## src/rtl/ep0_seq_pkg.sv

```systemverilog
package ep0_seq_pkg;

  typedef enum logic [1:0] {
    TK_OUT   = 2'd0,
    TK_IN    = 2'd1,
    TK_SETUP = 2'd2
  } tok_kind_e;

  typedef enum logic [1:0] {
    ST_IDLE  = 2'd0,
    ST_ISSUE = 2'd1,
    ST_WAIT  = 2'd2
  } seq_state_e;

  localparam int B_NAKTO = 7;
  localparam int B_STAT  = 6;
  localparam int B_INREQ = 5;
  localparam int B_ERR   = 4;
  localparam int B_SETUP = 3;
  localparam int B_STALL = 2;
  localparam int B_TXRDY = 1;
  localparam int B_RXRDY = 0;

endpackage

```

## src/rtl/ep0_retry_ctr.sv

```systemverilog
module ep0_retry_ctr #(
  parameter int MAX_TRIES = 3,
  localparam int CW = $clog2(MAX_TRIES + 1)
) (
  input  logic clk,
  input  logic rst_n,
  input  logic inc,
  input  logic clr,
  output logic last
);

  logic [CW-1:0] cnt_q;

  always_ff @(posedge clk) begin
    if (!rst_n)                                  cnt_q <= '0;
    else if (clr)                                cnt_q <= '0;
    else if (inc && cnt_q != CW'(MAX_TRIES))     cnt_q <= cnt_q + 1'b1;
  end

  assign last = (cnt_q == CW'(MAX_TRIES - 1));


  retry_clear_chk: assert property (@(posedge clk) disable iff (!rst_n)
    clr |=> (cnt_q == '0));

endmodule

```

## src/rtl/ep0_nak_timer.sv

```systemverilog
module ep0_nak_timer #(
  parameter int LW = 5
) (
  input  logic          clk,
  input  logic          rst_n,
  input  logic          nak,
  input  logic          clr,
  input  logic          tick,
  input  logic [LW-1:0] limit,
  output logic          expire
);

  logic          active_q;
  logic [LW-1:0] cnt_q;

  assign expire = active_q && tick && (limit != '0) && (cnt_q == limit);

  always_ff @(posedge clk) begin
    if (!rst_n || clr || expire) begin
      active_q <= 1'b0;
      cnt_q    <= '0;
    end else begin
      if (nak)             active_q <= 1'b1;
      if (active_q && tick) cnt_q   <= cnt_q + 1'b1;
    end
  end


  nak_expire_stop_chk: assert property (@(posedge clk) disable iff (!rst_n)
    expire |=> !active_q && (cnt_q == '0));

endmodule

```

## src/rtl/ep0_data_toggle.sv

```systemverilog
module ep0_data_toggle (
  input  logic clk,
  input  logic rst_n,
  input  logic clr,
  input  logic flip,
  output logic tog
);

  always_ff @(posedge clk) begin
    if (!rst_n || clr) tog <= 1'b0;
    else if (flip)     tog <= ~tog;
  end


  toggle_clear_chk: assert property (@(posedge clk) disable iff (!rst_n)
    clr |=> !tog);


  toggle_flip_chk: assert property (@(posedge clk) disable iff (!rst_n)
    (flip && !clr) |=> (tog != $past(tog)));

endmodule

```

## src/rtl/ep0_host_seq.sv

```systemverilog
module ep0_host_seq
  import ep0_seq_pkg::*;
#(
  parameter int RETRY_MAX = 3,
  parameter int NAK_LIM_W = 5
) (
  input  logic                 clk,
  input  logic                 rst_n,
  input  logic                 reg_wr,
  input  logic [7:0]           reg_wdata,
  output logic [7:0]           reg_rdata,
  input  logic                 svc_rx,
  input  logic                 rx_irq_en,
  input  logic                 frame_tick,
  input  logic [NAK_LIM_W-1:0] nak_limit,
  output logic                 tok_valid,
  input  logic                 tok_ready,
  output logic [1:0]           tok_kind,
  output logic                 tok_status,
  output logic                 tok_data1,
  input  logic                 rsp_ack,
  input  logic                 rsp_nak,
  input  logic                 rsp_stall,
  input  logic                 rsp_data,
  input  logic                 rsp_timeout,
  output logic                 irq
);

  logic naktmo_q, status_q, inreq_q, err_q, setup_q, stall_q, txrdy_q, rxrdy_q;
  logic n_naktmo, n_status, n_inreq, n_err, n_setup, n_stall, n_txrdy, n_rxrdy;
  seq_state_e state_q, n_state;
  tok_kind_e  kind_q, n_kind;
  logic       stat_q, n_stat;
  logic halt_q, hs, in_wait, ev_ack, ev_data, ev_nak, ev_stall, ev_to;
  logic dev_rsp, new_req, retry_last, err_set, nak_expire, tog_q;
  logic unused_wbit;

  assign unused_wbit = reg_wdata[B_RXRDY];
  assign halt_q   = naktmo_q | err_q | stall_q;
  assign tok_valid = (state_q == ST_ISSUE);
  assign hs       = tok_valid && tok_ready;
  assign in_wait  = (state_q == ST_WAIT);
  assign ev_ack   = in_wait && rsp_ack && (kind_q != TK_IN);
  assign ev_data  = in_wait && rsp_data && (kind_q == TK_IN);
  assign ev_nak   = in_wait && rsp_nak;
  assign ev_stall = in_wait && rsp_stall;
  assign ev_to    = in_wait && rsp_timeout;
  assign dev_rsp  = ev_ack || ev_data || ev_nak || ev_stall;
  assign new_req  = reg_wr && (reg_wdata[B_TXRDY] || reg_wdata[B_INREQ]);
  assign err_set  = ev_to && retry_last;

  ep0_retry_ctr #(.MAX_TRIES(RETRY_MAX)) u_retry (
    .clk(clk), .rst_n(rst_n), .inc(ev_to), .clr(dev_rsp || new_req), .last(retry_last)
  );

  ep0_nak_timer #(.LW(NAK_LIM_W)) u_naktmr (
    .clk(clk), .rst_n(rst_n), .nak(ev_nak),
    .clr(ev_ack || ev_data || ev_stall || new_req),
    .tick(frame_tick), .limit(nak_limit), .expire(nak_expire)
  );

  ep0_data_toggle u_tog (
    .clk(clk), .rst_n(rst_n),
    .clr(hs && (kind_q == TK_SETUP)),
    .flip((ev_ack || ev_data) && !stat_q),
    .tog(tog_q)
  );

  // register next-state: software write first, hardware events override
  always_comb begin
    n_naktmo = naktmo_q; n_status = status_q; n_inreq = inreq_q; n_err = err_q;
    n_setup  = setup_q;  n_stall  = stall_q;  n_txrdy = txrdy_q; n_rxrdy = rxrdy_q;
    if (reg_wr) begin
      n_naktmo = naktmo_q & reg_wdata[B_NAKTO];
      n_err    = err_q    & reg_wdata[B_ERR];
      n_stall  = stall_q  & reg_wdata[B_STALL];
      n_status = reg_wdata[B_STAT];
      n_inreq  = reg_wdata[B_INREQ];
      n_setup  = reg_wdata[B_SETUP];
      if (reg_wdata[B_TXRDY]) n_txrdy = 1'b1;
    end
    if (ev_ack) begin
      n_txrdy = 1'b0; n_status = 1'b0; n_setup = 1'b0;
    end
    if (ev_data) begin
      n_rxrdy = 1'b1; n_inreq = 1'b0; n_status = 1'b0;
    end else if (svc_rx) begin
      n_rxrdy = 1'b0;
    end
    if (ev_stall)   n_stall  = 1'b1;
    if (err_set)    n_err    = 1'b1;
    if (nak_expire) n_naktmo = 1'b1;
    if (n_naktmo || n_err || n_stall) begin
      n_txrdy = 1'b0; n_inreq = 1'b0;
    end
  end

  always_comb begin
    n_state = state_q; n_kind = kind_q; n_stat = stat_q;
    unique case (state_q)
      ST_IDLE: if (!halt_q && (txrdy_q || inreq_q)) begin
        n_state = ST_ISSUE;
        n_stat  = status_q;
        if (txrdy_q) n_kind = setup_q ? TK_SETUP : TK_OUT;
        else         n_kind = TK_IN;
      end
      ST_ISSUE: if (tok_ready) n_state = ST_WAIT;
      ST_WAIT:  if (halt_q || dev_rsp || ev_to) n_state = ST_IDLE;
      default:  n_state = ST_IDLE;
    endcase
  end

  always_ff @(posedge clk) begin
    if (!rst_n) begin
      {naktmo_q, status_q, inreq_q, err_q, setup_q, stall_q, txrdy_q, rxrdy_q} <= '0;
      state_q <= ST_IDLE;
      kind_q  <= TK_OUT;
      stat_q  <= 1'b0;
    end else begin
      {naktmo_q, status_q, inreq_q, err_q, setup_q, stall_q, txrdy_q, rxrdy_q} <=
        {n_naktmo, n_status, n_inreq, n_err, n_setup, n_stall, n_txrdy, n_rxrdy};
      state_q <= n_state;
      kind_q  <= n_kind;
      stat_q  <= n_stat;
    end
  end

  assign reg_rdata  = {naktmo_q, status_q, inreq_q, err_q, setup_q, stall_q, txrdy_q, rxrdy_q};
  assign tok_kind   = kind_q;
  assign tok_status = stat_q;
  assign tok_data1  = stat_q ? 1'b1 : ((kind_q == TK_SETUP) ? 1'b0 : tog_q);
  assign irq        = err_q | stall_q | naktmo_q | (rxrdy_q & rx_irq_en);


  tok_hold_chk: assert property (@(posedge clk) disable iff (!rst_n)
    (tok_valid && !tok_ready) |=> tok_valid && $stable(tok_kind) && $stable(tok_status));


  halt_quiet_chk: assert property (@(posedge clk) disable iff (!rst_n)
    (state_q == ST_IDLE && halt_q) |=> !tok_valid);


  rx_set_chk: assert property (@(posedge clk) disable iff (!rst_n)
    ev_data |=> rxrdy_q && !inreq_q);


  err_set_chk: assert property (@(posedge clk) disable iff (!rst_n)
    err_set |=> err_q && !txrdy_q && !inreq_q);


  stall_set_chk: assert property (@(posedge clk) disable iff (!rst_n)
    ev_stall |=> stall_q);

endmodule

```

## config.mk

```make
export PLATFORM = sky130hd
export DESIGN_NAME = ep0_host_seq
export DESIGN_NICKNAME = d
export VERILOG_FILES = /design/src/rtl/ep0_seq_pkg.sv /design/src/rtl/ep0_retry_ctr.sv /design/src/rtl/ep0_nak_timer.sv /design/src/rtl/ep0_data_toggle.sv /design/src/rtl/ep0_host_seq.sv
export SDC_FILE = /design/constraint.sdc
export NUM_CORES = 1
export LEC_CHECK = 0
export BUFFER_PORTS_ARGS = -buffer_cell sky130_fd_sc_hd__clkbuf_2
export CORE_MARGIN = 2
export CORE_UTILIZATION = 54
export CTS_CLUSTER_SIZE = 16
export DETAILED_ROUTE_END_ITERATION = 6
export PLACE_DENSITY_LB_ADDON = 0.12
export SYNTH_ARGS = -nofsm -noshare
export SYNTH_HDL_FRONTEND = slang
export SYNTH_HIERARCHICAL = 1
export SYNTH_SLANG_ARGS = --single-unit
```

## constraint.sdc

```tcl
create_clock -name clk -period 2.95 [get_ports clk]
set_clock_uncertainty 0.15 [all_clocks]
set_input_delay 0.59 -clock clk [delete_from_list [all_inputs] [get_ports clk]]
set_output_delay 0.59 -clock clk [all_outputs]
set_load 0.05 [all_outputs]
```

==> out/qor.txt, run 1 <==
Status -> completed
Most common cell after layout, fill and taps aside -> clkbuf_2
Total wire length -> 2.62 mm
Sequential fraction of the synthesis area -> 34.7%
First-pass GRT wire length -> 4.09 mm
Final HPWL DP -> 2.06 mm
I/O pins -> 39
Pin count of the biggest net entering global routing -> 13
Total core area -> 2210 sq um
Most frequent cells in the layout -> clkbuf_2 (37), dfxtp_1 (22), nor2_1 (10)
Post-route DRC -> 0
WP data arrival -> 1.37 ns
Layout Nets -> 194
Ys flop type -> dfxtp_1
Worst Tran Pin Value -> 0.586 ns
H-Tree Level Count -> 1
Seq cells post-synth -> 22
Leak Pwr -> 0.000618 uW
Initial Util -> 57.4%
Clk pin slew, worst setup/hold paths -> 0.12 ns
Die area -> 2760 sq um
Yosys warnings -> 6
Post-CTS Setup Repair Bufs -> 0
Largest fanout on the critical path -> 5
# clock sinks -> 22
Register-to-Register Setup Slack -> 1.14 ns
Slowest cell on crit path -> dfxtp_1
DR vias -> 1092
Max Cap Viol -> 0
Final count of pins violating max slew -> 0
Placed Area -> 1410 sq um
# rows -> 17
Hold depth -> 2
Final setup vio count -> 0
CTS max path bufs -> 2
Cts repair resizes -> 0
Final Cell Area -> 1450 sq um
# port buffers -> 37
Number of synthesized flops with an enable pin -> 0
Clock Latency Late Sink -> 0.31 ns
Cells along the critical path -> nor3_2, nand2_1, clkbuf_2
Slowest stage delay, CP -> 0.37 ns
Root buf cell -> clkbuf_4
Vias in the first global route -> 940
# fillers -> 194
Gate count of the mapped netlist -> 134
Synth-to-layout area growth -> 14.2%
CTS tree -> yes
Post-DRT Antenna Nets -> 0
Initial DRC count -> 33
TritonRoute pass-1 iters -> 4
Total Power -> 605 uW
Top cells by area, synth -> dfxtp_1 (35%), xnor2_1 (4.8%), buf_4 (4.7%)
Vias per cell -> 5.66
Routed length per instance -> 13.6 um
Share of the synthesized area in the top cell type -> 34.7%
All-Layer GR Usage -> 20.4%
DIE WIDTH -> 52.5 um
Async SR Flop Fraction -> 0%
VDD IR max -> 0.377 mV
Hold crit path type -> flip-flop to flip-flop
Cell taking the most area after synthesis -> dfxtp_1
Power per standard cell area -> 417 nW/um^2
Grt total ovfl -> 0
Syn Std Cell Area -> 1270 sq um
Setup Crit Path Kind -> flip-flop to primary output
Relative slew slack -> 60.9%
N_diodes -> 0
Die height -> 52.5 um
Final hold vios -> 0
Min cycle time layout -> 2.11 ns
CTS Buf Count -> 3
RSZ-0062 raised after global routing -> false
Setup Total Neg Slack -> 0 ns
Initial antenna violation count -> 0
RD Place Congestion -> 0.833
Peak Freq -> 474 MHz
Share of cells above drive strength 1 -> 33.9%
Length in cells of the worst reg-to-reg path -> 5
Crit share post-route -> 71.5%
Synth Net Count -> 162
Type of origin of the critical path -> flip-flop
Hold_buf cts -> 0
Mapped Avg Cell Area -> 9.48 sq um
Setup crit end kind -> primary output
Synth unique cells -> 48
Critical Path RT -> 2.21 ns
==> cell type report <==
cell class	instances	area, sq um	area share, %
Multi-Input combinational cell	100	746	51.4
Sequential cell	22	440	30.4
Timing Repair Buffer	37	185	12.8
Clock buffer	4	36.3	2.50
Tap cell	28	35.0	2.42
Inverter	2	7.51	0.518
==> cells in the mapped netlist, types with 2 or more instances <==
| cell | count |
|---|---|
| nor3_1 | 7 |
| xnor2_1 | 7 |
| buf_4 | 8 |
| dfxtp_1 | 22 |
| nor2_1 | 10 |
| a21oi_1 | 5 |
| nand2b_1 | 7 |
| o41ai_1 | 2 |
| nand4_1 | 2 |
| nand3_1 | 3 |
| nand2_1 | 7 |
| mux2i_1 | 4 |
| xor2_1 | 3 |
| a311oi_1 | 2 |
| and2_1 | 5 |
| a21o_1 | 2 |
| inv_1 | 2 |
| o21a_1 | 2 |
| nor2b_1 | 3 |
| ha_1 | 3 |
==> routing by layer <==
metal | wire length, um | track usage (%) | vias to the layer above
met5 | 0 | 0 | -
met2 | 1110 | 30.2 | 49
li1 | - | - | 536
met4 | 42 | 10.7 | 0
met1 | 1280 | 28.3 | 502
met3 | 197 | 3.14 | 5
==> where the power goes <==
group          total (uW)  switching, uW  internal, uW
combinational         122           77.4          44.2
sequential            317           10.5           306
clock                 166           91.1          75.4
==> state kept, by name, indices dropped and copies added (netlist names) <==
| signal | flops |
|---|---|
| err_q | 1 |
| inreq_q | 1 |
| naktmo_q | 1 |
| rxrdy_q | 1 |
| setup_q | 1 |
| stall_q | 1 |
| state_q | 2 |
| status_q | 1 |
| tok_kind | 2 |
| tok_status | 1 |
| txrdy_q | 1 |
| u_naktmr/active_q | 1 |
| u_naktmr/cnt_q | 5 |
| u_retry/cnt_q | 2 |
| u_tog/tog | 1 |
==> path summary, 6_finish.rpt <==
check                                 start                              to
min reg2reg  u_naktmr/active_q$_SDFFE_PP0P_  u_naktmr/active_q$_SDFFE_PP0P_
min          u_naktmr/active_q$_SDFFE_PP0P_  u_naktmr/active_q$_SDFFE_PP0P_
max                     naktmo_q$_SDFF_PN0_                             irq
max reg2reg  u_naktmr/cnt_q[0]$_SDFFE_PP0P_             naktmo_q$_SDFF_PN0_
==> stage by stage <==
stage	hold slack, ns	util (%)	setup slack (ns)	cells
final	0.367	65.6	0.840	193
after global routing	0.363	65.6	0.744	193
after detailed placement	0.344	63.9	0.902	189
after global placement	0.339	63.9	0.944	189
after CTS	0.364	65.6	0.830	193
after floorplan	0.309	-	0.982	134
==> logic make-up (layout without fill, tap and decap cells) <==
kind of cell | Yosys count | count (layout) | synth area share (%)
AOI/OAI and AO/OA | 26 | 26 | 18.4
xor gates and xnor gates | 10 | 10 | 6.90
muxes | 4 | 4 | 3.15
adders and majority gates | 3 | 3 | 2.96
buffers and inverters | 12 | 43 | 6.60
and+or+nand+nor | 57 | 57 | 27.3
DFF | 22 | 22 | 34.7
==> worst max-delay path: cells and delay by family, from the launching register on <==
family	cells	cell delay, ns
AND/OR/NAND/NOR	2	0.44
buffers and inverters	1	0.25
flip-flops	1	0.37
Power figures use the tool's default switching activity.
==> run 2, diff against run 1 <==
ABC_AREA = 1   (was not set)
CORE_UTILIZATION = 50   (was 54)
clock period = 2.2 ns   (was 2.95 ns; I/O delays follow)
==> out/qor.txt, run 2 <==
Status -> completed
Setup crit start -> state_q[0]$_SDFFE_PN0P_
First-pass GRT wire length -> 4.18 mm
Post-CTS Setup Repair Bufs -> 0
Area occupied by multi-input gates -> 626 sq um
Gate count of the mapped netlist -> 186
DR vias -> 1198
Logic pwr share -> 22.8%
Worst setup margin -> 0.338 ns
Met3 routed WL -> 144 um
Die area -> 2920 sq um
DIE WIDTH -> 54 um
Routed length per instance -> 10.1 um
Post-DRT Antenna Nets -> 0
Max Cap Viol -> 0
Most frequent cells in the layout -> nand2_1 (38), clkbuf_2 (37), inv_1 (32), nor2_1 (27), dfxtp_1 (22)
Min cycle time layout -> 1.86 ns
# clock sinks -> 22
Post-route DRC -> 0
Peak Freq -> 537 MHz
Async SR Flop Fraction -> 0%
Most common cell after layout, fill and taps aside -> nand2_1
WP data arrival -> 1.27 ns
Top cells by area, synth -> dfxtp_1 (35%), nand2_1 (11%), inv_1 (9.6%)
Setup Total Neg Slack -> 0 ns
Sw frac -> 32.4%
Slowest cell on crit path -> dfxtp_1
Syn Std Cell Area -> 1250 sq um
Largest delay contributor family on the critical path -> flip-flops
Final count of pins violating max slew -> 0
Internal power -> 533 uW
Setup crit end kind -> primary output
Vias in the first global route -> 1080
CTS max path bufs -> 2
Seq cells post-synth -> 22
Critical Path RT -> 1.61 ns
Leak Pwr -> 0.000742 uW
N_diodes -> 0
RD Place Congestion -> 0.753
Clk pin slew, worst setup/hold paths -> 0.12 ns
Worst Tran Pin Value -> 0.265 ns
Final HPWL DP -> 2.09 mm
Mapped Avg Cell Area -> 6.72 sq um
VDD IR max -> 0.361 mV
Synth unique cells -> 24
RSZ-0062 raised after global routing -> false
# fillers -> 251
Cells along the critical path -> inv_1, nor2_1, clkbuf_2
Final hold vios -> 0
Post-synthesis mux area share -> 0%
Hold crit path type -> input pin to flip-flop
Root buf cell -> clkbuf_4
Number of flip-flops in the largest register -> 5
# rows -> 18
Largest register by flop count -> u_naktmr/cnt_q
Yosys warnings -> 6
Final setup vio count -> 0
All-Layer GR Usage -> 19.8%
Number of synthesized flops with an enable pin -> 0
Top post-synthesis cells by count -> nand2_1 (38), inv_1 (32), nor2_1 (27)
Share of cells above drive strength 1 -> 24.7%
Cts repair resizes -> 0
Largest family of logic cells by synthesized area -> simple AND/OR/NAND/NOR gates
Synth Net Count -> 214
Slowest stage delay, CP -> 0.41 ns
Power per standard cell area -> 547 nW/um^2
CTS Buf Count -> 3
Core Util, Final -> 59.3%
Post-synthesis compound-gate area fraction -> 10.4%
Largest fanout on the critical path -> 3
Initial DRC count -> 27
Sequential fraction of the synthesis area -> 35.2%
# port buffers -> 37
Synth Area in Simple Gates -> 32.4%
Met2 Wirelength -> 1.23 mm
Bufs and invs on worst path -> 2
Layout Nets -> 249
Initial Util -> 51.4%
Hold slack -> 0.198 ns
Adder-cell area share of the yosys netlist -> 3.00%
I/O pins -> 39
Type of origin of the critical path -> flip-flop
Register area -> 440 sq um
Wire length on met1 -> 1.10 mm
Grt total ovfl -> 0
Top routing layer used -> met4
Final Cell Area -> 1440 sq um
Setup Crit Path Kind -> flip-flop to primary output
Ys flop type -> dfxtp_1
Placed Area -> 1420 sq um
CTS tree -> yes
Clock Latency Late Sink -> 0.30 ns
Die height -> 54 um
Clk pwr share -> 23.0%
Seq pwr share -> 54.3%
Hold_sp -> reg_wdata[6]
Vias per cell -> 4.81
Switching power -> 256 uW
R2r startpoint -> tok_kind[1]$_SDFFE_PN0P_
Crit share post-route -> 84.7%
Post-synthesis xor/xnor area fraction -> 4.20%
Cell taking the most area after synthesis -> dfxtp_1
Share of the synthesized area in the top cell type -> 35.2%
Total core area -> 2430 sq um
H-Tree Level Count -> 1
Most frequent cell after synthesis -> nand2_1
TritonRoute pass-1 iters -> 4
Total wire length -> 2.51 mm
Relative slew slack -> 82.2%
Initial antenna violation count -> 0
Hold_buf cts -> 0
Pin count of the biggest net entering global routing -> 12
Synth-to-layout area growth -> 15.4%
Pre-CTS WS -> 0.581 ns
==> run 2: area by class of cell <==
cell class | instances | area share [%]
timing repair buffer | 38 | 13.4
multi-input combinational | 123 | 43.4
sequential | 22 | 30.5
clock buffer | 3 | 1.56
inverter | 33 | 8.59
tap | 30 | 2.60
==> run 2: metrics by stage <==
stage | total power, uW | cells
2_1_floorplan | 568 | 186
3_3_place_gp | 615 | 246
3_5_place_dp | 618 | 246
4_1_cts | 801 | 249
5_1_grt | 834 | 249
6_report | 789 | 249
==> run 2: layer usage <==
layer  up-vias  global-route usage, %
met5         -                      0
met1       530                   22.6
met4         0                   7.92
met2        34                   36.2
li1        629                      -
met3         5                   3.61
==> run 2: final timing paths <==
| kind | to | slack [ns] | depth (start not counted) |
|---|---|---|---|
| setup / recovery | tok_valid | 0.34 | 3 |
| hold / removal | status_q$_SDFFE_PP0P_ | 0.20 | 3 |
| setup reg to reg | u_naktmr/cnt_q[2]$_SDFFE_PP0P_ | 0.58 | 10 |
| hold reg to reg | status_q$_SDFFE_PP0P_ | 0.33 | 2 |
==> run 2: power by group through the flow <==
stage / Clock [uW] / Combinational [uW] / Sequential (uW)
final: 181 / 180 / 428
after global routing: 205 / 199 / 431
after CTS: 191 / 181 / 428
after detailed placement: 0 / 180 / 437
after global placement: 0 / 178 / 437
after floorplan: 0 / 112 / 456
==> run 2: worst min-delay path, delay by kind of cell <==
family | cells | cell delay [ns]
AND/OR/NAND/NOR | 1 | 0.05
buffers and inverters | 1 | 0.08
AO/OA/AOI/OAI | 1 | 0.05
==> run 2: kinds of logic (layout without fill, tap and decap cells) <==
logic type / count (synthesis) / in the layout
AOI/OAI and AO/OA: 24 / 24
adders and majority gates: 3 / 3
and+or+nand+nor: 90 / 90
xor gates and xnor gates: 6 / 6
DFF: 22 / 22
buffers and inverters: 41 / 74
==> run 3, diff against run 2 <==
ABC_AREA = 0   (was 1)
CORE_UTILIZATION = 45   (was 50)
clock period = 1.5 ns   (was 2.2 ns; I/O delays follow)
==> out/qor.txt, run 3 (synthesis results as in run 1) <==
Status -> complete, but fails checks
Failing checks -> setup timing
# rows -> 19
CTS tree -> yes
Post-route DRC -> 0
Final count of pins violating max slew -> 0
Worst Tran Pin Value -> 0.309 ns
VDD IR max -> 0.518 mV
Clk pin slew, worst setup/hold paths -> 0.13 ns
Cells along the critical path -> buf_6, nand2b_4, a21o_1, buf_8
Initial antenna violation count -> 0
Number of flip-flops in the largest register -> 5
Setup crit end kind -> primary output
Power per standard cell area -> 678 nW/um^2
Final hold vios -> 0
Peak Freq -> 595 MHz
Slowest stage delay, CP -> 0.37 ns
Pre-CTS WS -> -0.111 ns
Layout Nets -> 221
Grt total ovfl -> 0
Hold slack -> 0.128 ns
DR vias -> 1210
Initial DRC count -> 22
Die height -> 57.1 um
Slowest cell on crit path -> dfxtp_4
Min cycle time layout -> 1.68 ns
Largest fanout on the critical path -> 2
Synth-to-layout area growth -> 52.8%
CTS max path bufs -> 2
Max Cap Viol -> 0
Core Util, Final -> 71.6%
Initial Util -> 46.9%
# clock sinks -> 22
Most common cell after layout, fill and taps aside -> clkbuf_2
Post-DRT Antenna Nets -> 0
Most frequent cells in the layout -> clkbuf_2 (27), buf_4 (26), dfxtp_1 (12), nor2_1 (8)
Total wire length -> 3.30 mm
I/O pins -> 39
First-pass GRT wire length -> 5.44 mm
# port buffers -> 37
Largest register by flop count -> u_naktmr/cnt_q
Vias per cell -> 5.43
Final setup vio count -> 16
Hold crit path type -> input pin to flip-flop
Pin count of the biggest net entering global routing -> 13
WP data arrival -> 1.23 ns
Total Power -> 1320 uW
CTS Buf Count -> 3
Total core area -> 2710 sq um
Clock Latency Late Sink -> 0.31 ns
Crit share post-route -> 112%
RSZ-0062 raised after global routing -> true
Vias in the first global route -> 1205
Bufs and invs on worst path -> 2
RD Place Congestion -> 0.799
Worst setup margin -> -0.182 ns
Type of origin of the critical path -> flip-flop
DIE WIDTH -> 57.1 um
Routed length per instance -> 14.8 um
Critical Path RT -> 1.05 ns
Setup Crit Path Kind -> flip-flop to primary output
Relative slew slack -> 79.2%
H-Tree Level Count -> 1
Largest delay contributor family on the critical path -> flip-flops
Die area -> 3260 sq um
Setup Total Neg Slack -> -1.02 ns
TritonRoute pass-1 iters -> 5
Root buf cell -> clkbuf_4
All-Layer GR Usage -> 21.1%
Share of cells above drive strength 1 -> 58.9%
N_diodes -> 0
Final HPWL DP -> 2.40 mm
Leak Pwr -> 0.000816 uW
-- run 3: per-stage QoR --
| step | instance area (sq um) | std cells |
|---|---|---|
| 3_3_place_gp | 1610 | 213 |
| 3_5_place_dp | 1610 | 213 |
| 5_1_grt | 1940 | 223 |
| 4_1_cts | 1840 | 223 |
| 2_1_floorplan | 1300 | 134 |
| 6_report | 1940 | 223 |
-- run 3: where the power goes --
| group | switching, uW | internal (uW) | leakage (uW) |
|---|---|---|---|
| Sequential | 22.0 | 599 | 0.000185 |
| Combinational | 196 | 163 | 0.000611 |
| Clock | 187 | 148 | 0.0000210 |
| Total | 405 | 911 | 0.000816 |
-- run 3: worst register-to-register path, stage by stage (launching register included) --
cell,delay (ns)
dfxtp_4,0.37
buf_4,0.14
and3b_2,0.25
a2111oi_4,0.23
o21ai_1,0.10
nand2b_4,0.17
a211oi_2,0.12
-- run 3: path summary, 6_finish.rpt --
path / cells past startpoint / endpoint / slack, ns / start
setup / recovery: 4 / tok_data1 / -0.18 / tok_kind[0]$_SDFFE_PN0P_
hold / removal: 2 / state_q[1]$_SDFFE_PN0P_ / 0.13 / tok_ready
setup reg to reg: 6 / u_retry/cnt_q[1]$_SDFFE_PP0P_ / -0.10 / tok_kind[0]$_SDFFE_PN0P_
hold reg to reg: 2 / tok_status$_SDFFE_PN0P_ / 0.34 / tok_status$_SDFFE_PN0P_
-- run 3: metal layers --
metal / GRT usage [%] / vias up / part of all wire (%)
li1: - / 595 / -
met1: 29.2 / 559 / 43
met2: 34.2 / 50 / 49
met3: 3.17 / 6 / 6.7
met4: 6.31 / 0 / 1.7
met5: 0 / - / 0
-- run 3: area by class of cell --
type                            count  area (sq um)
Multi-Input combinational cell    100           931
Inverter                            2          7.51
Fill cell                         209           769
Tap cell                           31          38.8
Sequential cell                    22           465
Clock buffer                        4          36.3
Timing Repair Buffer               64           462
-- run 3: timing repair --
action | 4_1_cts | 5_1_grt
endpoints found under the hold margin | 0 | 0
hold buffers | 0 | 0
setup endpoints to repair | 18 | 26
pin swaps | 9 | 10
gates resized for setup | 34 | 28
buffers inserted | 6 | 1
